$ cat config.mk
export PLATFORM = sky130hd
export DESIGN_NAME = wake_status_unit
export DESIGN_NICKNAME = d
export VERILOG_FILES = /design/src/rtl/wsu_pkg.sv /design/src/rtl/wsu_rst_sync.sv /design/src/rtl/wsu_edge_detect.sv /design/src/rtl/wsu_level2_status.sv /design/src/rtl/wsu_top_status.sv /design/src/rtl/wake_status_unit.sv
export SDC_FILE = /design/constraint.sdc
export NUM_CORES = 1
export LEC_CHECK = 0
export ABC_CLOCK_PERIOD_IN_PS = 1160
export BUFFER_PORTS_ARGS = -buffer_cell sky130_fd_sc_hd__buf_2
export CORE_MARGIN = 2
export CORE_UTILIZATION = 34
export DETAILED_ROUTE_END_ITERATION = 6
export GPL_ROUTABILITY_DRIVEN = 0
export GPL_TIMING_DRIVEN = 1
export MAX_ROUTING_LAYER = met4
export PLACE_DENSITY_LB_ADDON = 0.08
export REMOVE_ABC_BUFFERS = 1
export SLEW_MARGIN = 10
export SYNTH_ARGS = -nofsm -noshare
export SYNTH_HDL_FRONTEND = slang
export SYNTH_SLANG_ARGS = --single-unit
$ cat constraint.sdc
create_clock -name clk -period 1.16 [get_ports clk]
set_clock_uncertainty 0.2 [all_clocks]
set_input_delay 0.174 -clock clk [delete_from_list [all_inputs] [get_ports clk]]
set_output_delay 0.174 -clock clk [all_outputs]
set_load 0.02 [all_outputs]
$ cat src/rtl/wsu_pkg.sv
package wsu_pkg;
  typedef enum logic [1:0] {
    RD_TOP     = 2'd0,
    RD_MIRROR  = 2'd1,
    RD_PRIMARY = 2'd2,
    RD_NONE    = 2'd3
  } rd_addr_e;
endpackage

$ cat src/rtl/wsu_rst_sync.sv
module wsu_rst_sync (
  input  logic clk,
  input  logic rst_n,
  output logic rst_n_sync
);
  logic meta_q;
  logic hold_q;

  always_ff @(posedge clk or negedge rst_n) begin
    if (!rst_n) begin
      meta_q <= 1'b0;
      hold_q <= 1'b0;
    end else begin
      meta_q <= 1'b1;
      hold_q <= meta_q;
    end
  end

  assign rst_n_sync = hold_q;
endmodule

$ cat src/rtl/wsu_edge_detect.sv
module wsu_edge_detect (
  input  logic clk,
  input  logic rst_n,
  input  logic pin_i,
  output logic edge_o
);
  logic sync1_q;
  logic sync2_q;
  logic last_q;

  always_ff @(posedge clk or negedge rst_n) begin
    if (!rst_n) begin
      sync1_q <= 1'b0;
      sync2_q <= 1'b0;
      last_q  <= 1'b0;
    end else begin
      sync1_q <= pin_i;
      sync2_q <= sync1_q;
      last_q  <= sync2_q;
    end
  end

  assign edge_o = sync2_q ^ last_q;

  // an edge pulse never lasts beyond one cycle while the pin is still
  assert_edge_single_R2: assert property (@(posedge clk) disable iff (!rst_n)
    (edge_o && $stable(sync1_q) && (sync1_q == sync2_q)) |=> !edge_o);
endmodule

$ cat src/rtl/wsu_level2_status.sv
module wsu_level2_status #(
  parameter int NUM_PINS = 3
) (
  input  logic                clk,
  input  logic                rst_n,
  input  logic [NUM_PINS-1:0] set_i,
  input  logic                clr_i,
  output logic [NUM_PINS-1:0] stat_d,
  output logic [NUM_PINS-1:0] stat_q
);
  logic [NUM_PINS-1:0] base;

  always_comb begin
    base   = clr_i ? '0 : stat_q;
    stat_d = base | set_i;
  end

  always_ff @(posedge clk or negedge rst_n) begin
    if (!rst_n) stat_q <= '0;
    else        stat_q <= stat_d;
  end

  // without a clear no pending bit is ever dropped
  assert_sticky_R10: assert property (@(posedge clk) disable iff (!rst_n)
    !clr_i |=> ((stat_q & $past(stat_q)) == $past(stat_q)));

  // a clear with no new edge leaves the register empty
  assert_clear_R6: assert property (@(posedge clk) disable iff (!rst_n)
    (clr_i && (set_i == '0)) |=> (stat_q == '0));

  for (genvar i = 0; i < NUM_PINS; i++) begin : g_hold
    // an edge coinciding with a clear survives
    assert_hold_R8: assert property (@(posedge clk) disable iff (!rst_n)
      (clr_i && set_i[i]) |=> stat_q[i]);
  end
endmodule

$ cat src/rtl/wsu_top_status.sv
module wsu_top_status #(
  parameter int NUM_PINS = 3,
  parameter int REG_W    = 8
) (
  input  logic                clk,
  input  logic                rst_n,
  input  logic [NUM_PINS-1:0] lvl2_d,
  input  logic [NUM_PINS-1:0] lvl2_q,
  input  logic [1:0]          rd_addr_i,
  output logic                top_q,
  output logic [REG_W-1:0]    rd_data_o
);
  import wsu_pkg::*;

  logic top_d;

  always_comb top_d = |lvl2_d;

  always_ff @(posedge clk or negedge rst_n) begin
    if (!rst_n) top_q <= 1'b0;
    else        top_q <= top_d;
  end

  always_comb begin
    rd_data_o = '0;
    case (rd_addr_i)
      RD_TOP:     rd_data_o[0] = top_q;
      RD_MIRROR:  rd_data_o[NUM_PINS-1:0] = lvl2_q;
      RD_PRIMARY: rd_data_o[NUM_PINS-1:0] = lvl2_q;
      default:    rd_data_o = '0;
    endcase
  end

  // the top-level register tracks the OR of the second level
  assert_top_or_R7: assert property (@(posedge clk) disable iff (!rst_n)
    top_q == (|lvl2_q));

  // reserved bits never read as one
  assert_reserved_zero_R9: assert property (@(posedge clk) disable iff (!rst_n)
    rd_data_o[REG_W-1:NUM_PINS] == '0);
endmodule

$ cat src/rtl/wake_status_unit.sv
module wake_status_unit #(
  parameter int NUM_PINS = 3,
  parameter int REG_W    = 8
) (
  input  logic                clk,
  input  logic                rst_n,
  input  logic [NUM_PINS-1:0] pin_i,
  input  logic [NUM_PINS-1:0] pin_dir_i,
  input  logic [NUM_PINS-1:0] pin_irq_en_i,
  input  logic                rd_stb_i,
  input  logic [1:0]          rd_addr_i,
  output logic [REG_W-1:0]    rd_data_o,
  output logic                top_irq_o
);
  import wsu_pkg::*;

  logic                rst_n_sync;
  logic [NUM_PINS-1:0] edges;
  logic [NUM_PINS-1:0] set_vec;
  logic                clr;
  logic [NUM_PINS-1:0] lvl2_d;
  logic [NUM_PINS-1:0] lvl2_q;
  logic                top_q;

  wsu_rst_sync u_rst (
    .clk        (clk),
    .rst_n      (rst_n),
    .rst_n_sync (rst_n_sync)
  );

  for (genvar i = 0; i < NUM_PINS; i++) begin : g_pin
    wsu_edge_detect u_edge (
      .clk    (clk),
      .rst_n  (rst_n_sync),
      .pin_i  (pin_i[i]),
      .edge_o (edges[i])
    );
  end

  always_comb begin
    set_vec = edges & ~pin_dir_i & pin_irq_en_i;
    clr     = rd_stb_i && (rd_addr_i == RD_PRIMARY);
  end

  wsu_level2_status #(.NUM_PINS(NUM_PINS)) u_lvl2 (
    .clk    (clk),
    .rst_n  (rst_n_sync),
    .set_i  (set_vec),
    .clr_i  (clr),
    .stat_d (lvl2_d),
    .stat_q (lvl2_q)
  );

  wsu_top_status #(.NUM_PINS(NUM_PINS), .REG_W(REG_W)) u_top (
    .clk       (clk),
    .rst_n     (rst_n_sync),
    .lvl2_d    (lvl2_d),
    .lvl2_q    (lvl2_q),
    .rd_addr_i (rd_addr_i),
    .top_q     (top_q),
    .rd_data_o (rd_data_o)
  );

  assign top_irq_o = top_q;

  for (genvar i = 0; i < NUM_PINS; i++) begin : g_qual
    // a bit only rises after a qualified pin configuration
    assert_qualified_R3: assert property (@(posedge clk) disable iff (!rst_n_sync)
      $rose(lvl2_q[i]) |-> $past(!pin_dir_i[i] && pin_irq_en_i[i]));
  end

  // a mirror read never clears anything
  assert_mirror_keep_R5: assert property (@(posedge clk) disable iff (!rst_n_sync)
    (rd_addr_i == RD_MIRROR) |=> ((lvl2_q & $past(lvl2_q)) == $past(lvl2_q)));
endmodule

[After elaboration in Yosys (flattened, before gate mapping)]
Index checks and enable logic that the tools add are counted.
Cells by class
  add/subtract/negate cells: 0
  $mul: 0
  div/mod/pow operators: 0
  $lt $le $gt $ge: 0
  eq/ne operators: 2
  shifts and indexed selects: 0
  multiplexer cells: 3
  bitwise logic cells: 7
  reduce and logical (&&, ||, !) cells: 4
Operators by type and width (count)
  $and A3 B3 Y3: 2
  $mux W3: 1
  $not A3 Y3: 1
  $or A3 B3 Y3: 1
  $reduce_or A3 Y1: 1
  $xor A1 B1 Y1: 3
  $eq A2 B1 Y1 const B: 1
  $eq A2 B2 Y1 const B: 1
  $logic_not A2 Y1: 1
  $mux W2: 1
  $pmux W1 S2: 1
  $reduce_or A2 Y1: 1
  $logic_and A1 B1 Y1: 1
Storage, ports and cells
  register bits after elaboration: 15
  bits in latches: 0
  RAM bits: 0
  bits in read-only memories: 0
  bits of input ports: 14
  output and inout port bits: 9
  logic and storage cells: 29
  memories: 0

[Logic depth before layout (Yosys ltp)]
  depth in word-level cells: 5
  depth in mapped cells: 5
  gate-level depth less buffers: 5

[By module]
A second synthesis with hierarchy kept.
Unflattened totals
  cells, all modules: 42
  area total of the unflattened synthesis: 570.5 µm²
Modules (own cells, without submodules)
  wsu_edge_detect: instances 3, cells each 4, area an instance 83.8 µm², seq. area each 75.1 µm²
  wsu_top_status: instances 1, cells each 16, area an instance 128.9 µm², seq. area each 25.0 µm²
  wsu_level2_status: instances 1, cells each 7, area an instance 101.3 µm², seq. area each 75.1 µm²
  wsu_rst_sync: instances 1, cells each 3, area an instance 53.8 µm², seq. area each 50.0 µm²
  wake_status_unit: instances 1, cells each 4, area an instance 35.0 µm², seq. area each 0.0 µm²

[Least setup slack after synthesis]
OpenSTA, ideal clock, no wires.
  kind: register -> register
  start point: reg g_pin[1].u_edge.last_q
  end point: reg u_top.top_q
  setup time: 0.131 ns
  arrival time: 1.103 ns
  required time: 0.829 ns
  path slack: -0.275 ns
  cell stages (with the launch flop): 4
  path buffers: 0
  period minus slack after synthesis: 1.435 ns
  cells stage by stage: dfrtp_1 > xor2_1 > a32o_2 > or3_1
On the way
  word-level cells in the longest chain between the ends: 5
RTL lines
  start, declared: RTL line wsu_edge_detect.sv:9  | logic last_q;
  start signal, assigned: RTL line wsu_edge_detect.sv:19  | last_q <= sync2_q;
  $xor A1 B1 Y1: RTL line wsu_edge_detect.sv:23  | assign edge_o = sync2_q ^ last_q;
  $and A3 B3 Y3 (2 in a row): RTL line wake_status_unit.sv:41  | set_vec = edges & ~pin_dir_i & pin_irq_en_i;
  $or A3 B3 Y3: RTL line wsu_level2_status.sv:15  | stat_d = base | set_i;
  named net lvl2_d[1]: RTL line wake_status_unit.sv:21  | logic [NUM_PINS-1:0] lvl2_d;
  $reduce_or A3 Y1: RTL line wsu_top_status.sv:17  | always_comb top_d = |lvl2_d;
  named net u_top.top_d: RTL line wsu_top_status.sv:15  | logic top_d;
  end signal, assigned: RTL line wsu_top_status.sv:21  | else top_q <= top_d;
  end, declared: RTL line wsu_top_status.sv:10  | output logic top_q,
The timed path passes the listed nets, and every way through them passes these cells.

[Worst setup path in the final report]
Same ends and word-level chain as after synthesis.

==> flow_summary.ini <==
[worst_setup_path]
path_max_fanout = 2
end_kind = flip-flop
arrival_ns = 1.42
cp.required_ns = 1.13
crit_type = flip-flop to flip-flop
r2r_cells = 3
start_kind = flip-flop

[placement]
place_area_sq_um = 681
dp_hpwl_um = 678
placed_cells = 78
numPortBuffers = 17

[pwr]
leakage_uw = 0.000429
ir_worst_vdd_mv = 0.695
powerDensity_mw_per_mm2 = 1330

[clock_network]
worst_skew_pair.late_latency_ns = 0.29
cts_buffers = 3
clock_sinks = 15
postCtsHoldBufs = 7
cts_tree = built
root_buffer = clkbuf_4
clk_pin_slew_ns = 0.09
ctsHtreeMaxLevel = 1
clock_path_buffers = 2

[finish]
n_antenna_cell = 0
design_area_sq_um = 828
layout.cells.non_filler = 90
drive_gt1_frac = 0.446
syn_to_final_growth_pct = 45.8
nets = 92
fin_util = 0.537

[global_routing]
grt_pass1_vias = 409
grt_pass1_wl_mm = 1.62
grt_usage = 0.120
grt-ovfl-total = 0
grt_max_degree = 10
antenna_found_initial = 0

[detailed_routing]
drt-pass1-iter-count = 2
vias_per_cell = 4.43
vias = 399
finalWirelength_um = 942
drcViolationCount = 0
drtIter0Drc = 3
drtAntennaViolNets = 0
routedWlPerCell_um = 10.5

[timing]
fin_ws_ns = -0.289
fmax_mhz = 690
fin_hold_ws_ns = -0.0421
fin_crit_ns = 1.45
drv_slew = 0
fin_crit_sh = 1.25
setup_viol = 5
report.final.hold_viol_count = 3
rsz0062_at_grt = true

[die]
core_area_sq_mm = 0.00154
dieHeight_um = 44.9
ios = 23
initial_core_util = 0.369
dieWidth_um = 44.9
dieArea_sq_mm = 0.00201
num_rows = 14

[synth]
yosysWarnings = 0
synth-seq-cells = 15
ys_seq_area_frac = 0.661
synth.distinct_cells = 13
synthCells = 42
syn_area_per_cell_sq_um = 13.5
synth.cell_area_sq_um = 568

[run]
drv_cap = 0

[min_path]
min_path_cells = 2
hold_class = primary input to flip-flop

[run_status]
status = complete, but fails checks
violations = negative hold slack, negative setup slack
[cells in the final DEF (no fill, tap or decap), drive strengths merged, types with 2 or more instances in the layout]
cell         Yosys  layout
xor2             3       3
buf              5      22
dfrtp           15      15
conb             2       6
and2             2       2
ha               3       3
inv              5       5
a32o             3       3
clkbuf           0       3
dlygate4sd3      0       7
[per-layer routing]
| metal | vias up | share of wire | routed length [um] | global-route usage |
|---|---|---|---|---|
| met5 | - | 0 | 0 | - |
| met4 | 0 | 0.020 | 19 | 0.0706 |
| met3 | 2 | 0.12 | 109 | 0.0440 |
| met2 | 22 | 0.48 | 456 | 0.200 |
| met1 | 187 | 0.38 | 357 | 0.121 |
| li1 | 188 | - | - | - |
[power by group]
group	leakage, uW	total, uW	internal [uW]	switching, uW
combinational	0.000239	220	120	99.7
clock	0.0000177	295	128	166
sequential	0.000172	588	566	21.8
[synth_stat cells]
cell | count | share of area
or3_1 | 1 | 0.011
dfrtp_1 | 15 | 0.66
nor2_1 | 1 | 0.0066
and2_1 | 2 | 0.022
xor2_1 | 3 | 0.046
ha_1 | 3 | 0.066
inv_1 | 5 | 0.033
conb_1 | 2 | 0.013
a22oi_1 | 1 | 0.013
a32o_2 | 1 | 0.020
nand2_1 | 1 | 0.0066
buf_4 | 5 | 0.066
a32o_1 | 2 | 0.035
[layout make-up]
cell class              count  area, sq um
fillers                   149          713
flip-flops and latches     15          375
repair buffers             29          211
multi-input cells          21          175
clock buffers               3         22.5
well taps                  16         20.0
inverters                   5         18.8
clock inverters             1         5.00
[critical path, cell delays in order (launching register included)]
cell and delay, ns:
dfrtp_1 0.38, xor2_1 0.16, a32o_2 0.24, or3_1 0.36
[path summary, 6_finish.rpt]
path	to	slack [ns]	startpoint
min	u_lvl2.stat_q[2]	-0.04	pin_irq_en_i[2]
min in group asynchronous	g_pin[0].u_edge.sync1_q	0.44	u_rst.rst_n_sync
max in group asynchronous	u_rst.meta_q	0.10	rst_n
min reg2reg	g_pin[2].u_edge.sync2_q	0.16	g_pin[2].u_edge.sync1_q
max reg2reg	u_top.top_q	-0.29	g_pin[1].u_edge.last_q
max	u_top.top_q	-0.29	g_pin[1].u_edge.last_q
[timing repair]
action,in CTS,in global routing
pin swaps,3,0
endpoints found under the hold margin,12,3
resized for setup,11,0
setup endpoints to repair,5,5
setup buffers,1,0
[sequential cells by signal, indices dropped and copies added (netlist names)]
register and cells:
u_lvl2.stat_q 3, g_pin.u_edge.sync2_q 3, g_pin.u_edge.last_q 3, u_rst.rst_n_sync 1, u_top.top_q 1, g_pin.u_edge.sync1_q 3, u_rst.meta_q 1
[per-stage QoR]
stage	total power [uW]	worst slack, ns	TNS (ns)
2_1_floorplan	693	-0.275	-0.336
3_3_place_gp	763	-0.344	-1.23
3_5_place_dp	764	-0.354	-1.26
4_1_cts	1120	-0.301	-0.986
5_1_grt	1160	-0.354	-1.14
6_report	1100	-0.289	-0.905
[cell families (layout without fill, tap and decap cells)]
kind of cell               count (synthesis)  count (layout)  share of synthesized area
AOI/OAI and AO/OA                          4               4                     0.0683
xor gates and xnor gates                   3               3                     0.0463
adders and majority gates                  3               3                     0.0661
buffers and inverters                     10              38                     0.0991
DFF                                       15              15                      0.661
other                                      2               6                     0.0132
and+or+nand+nor                            5               5                     0.0462
(Power assumes the default switching activity.)
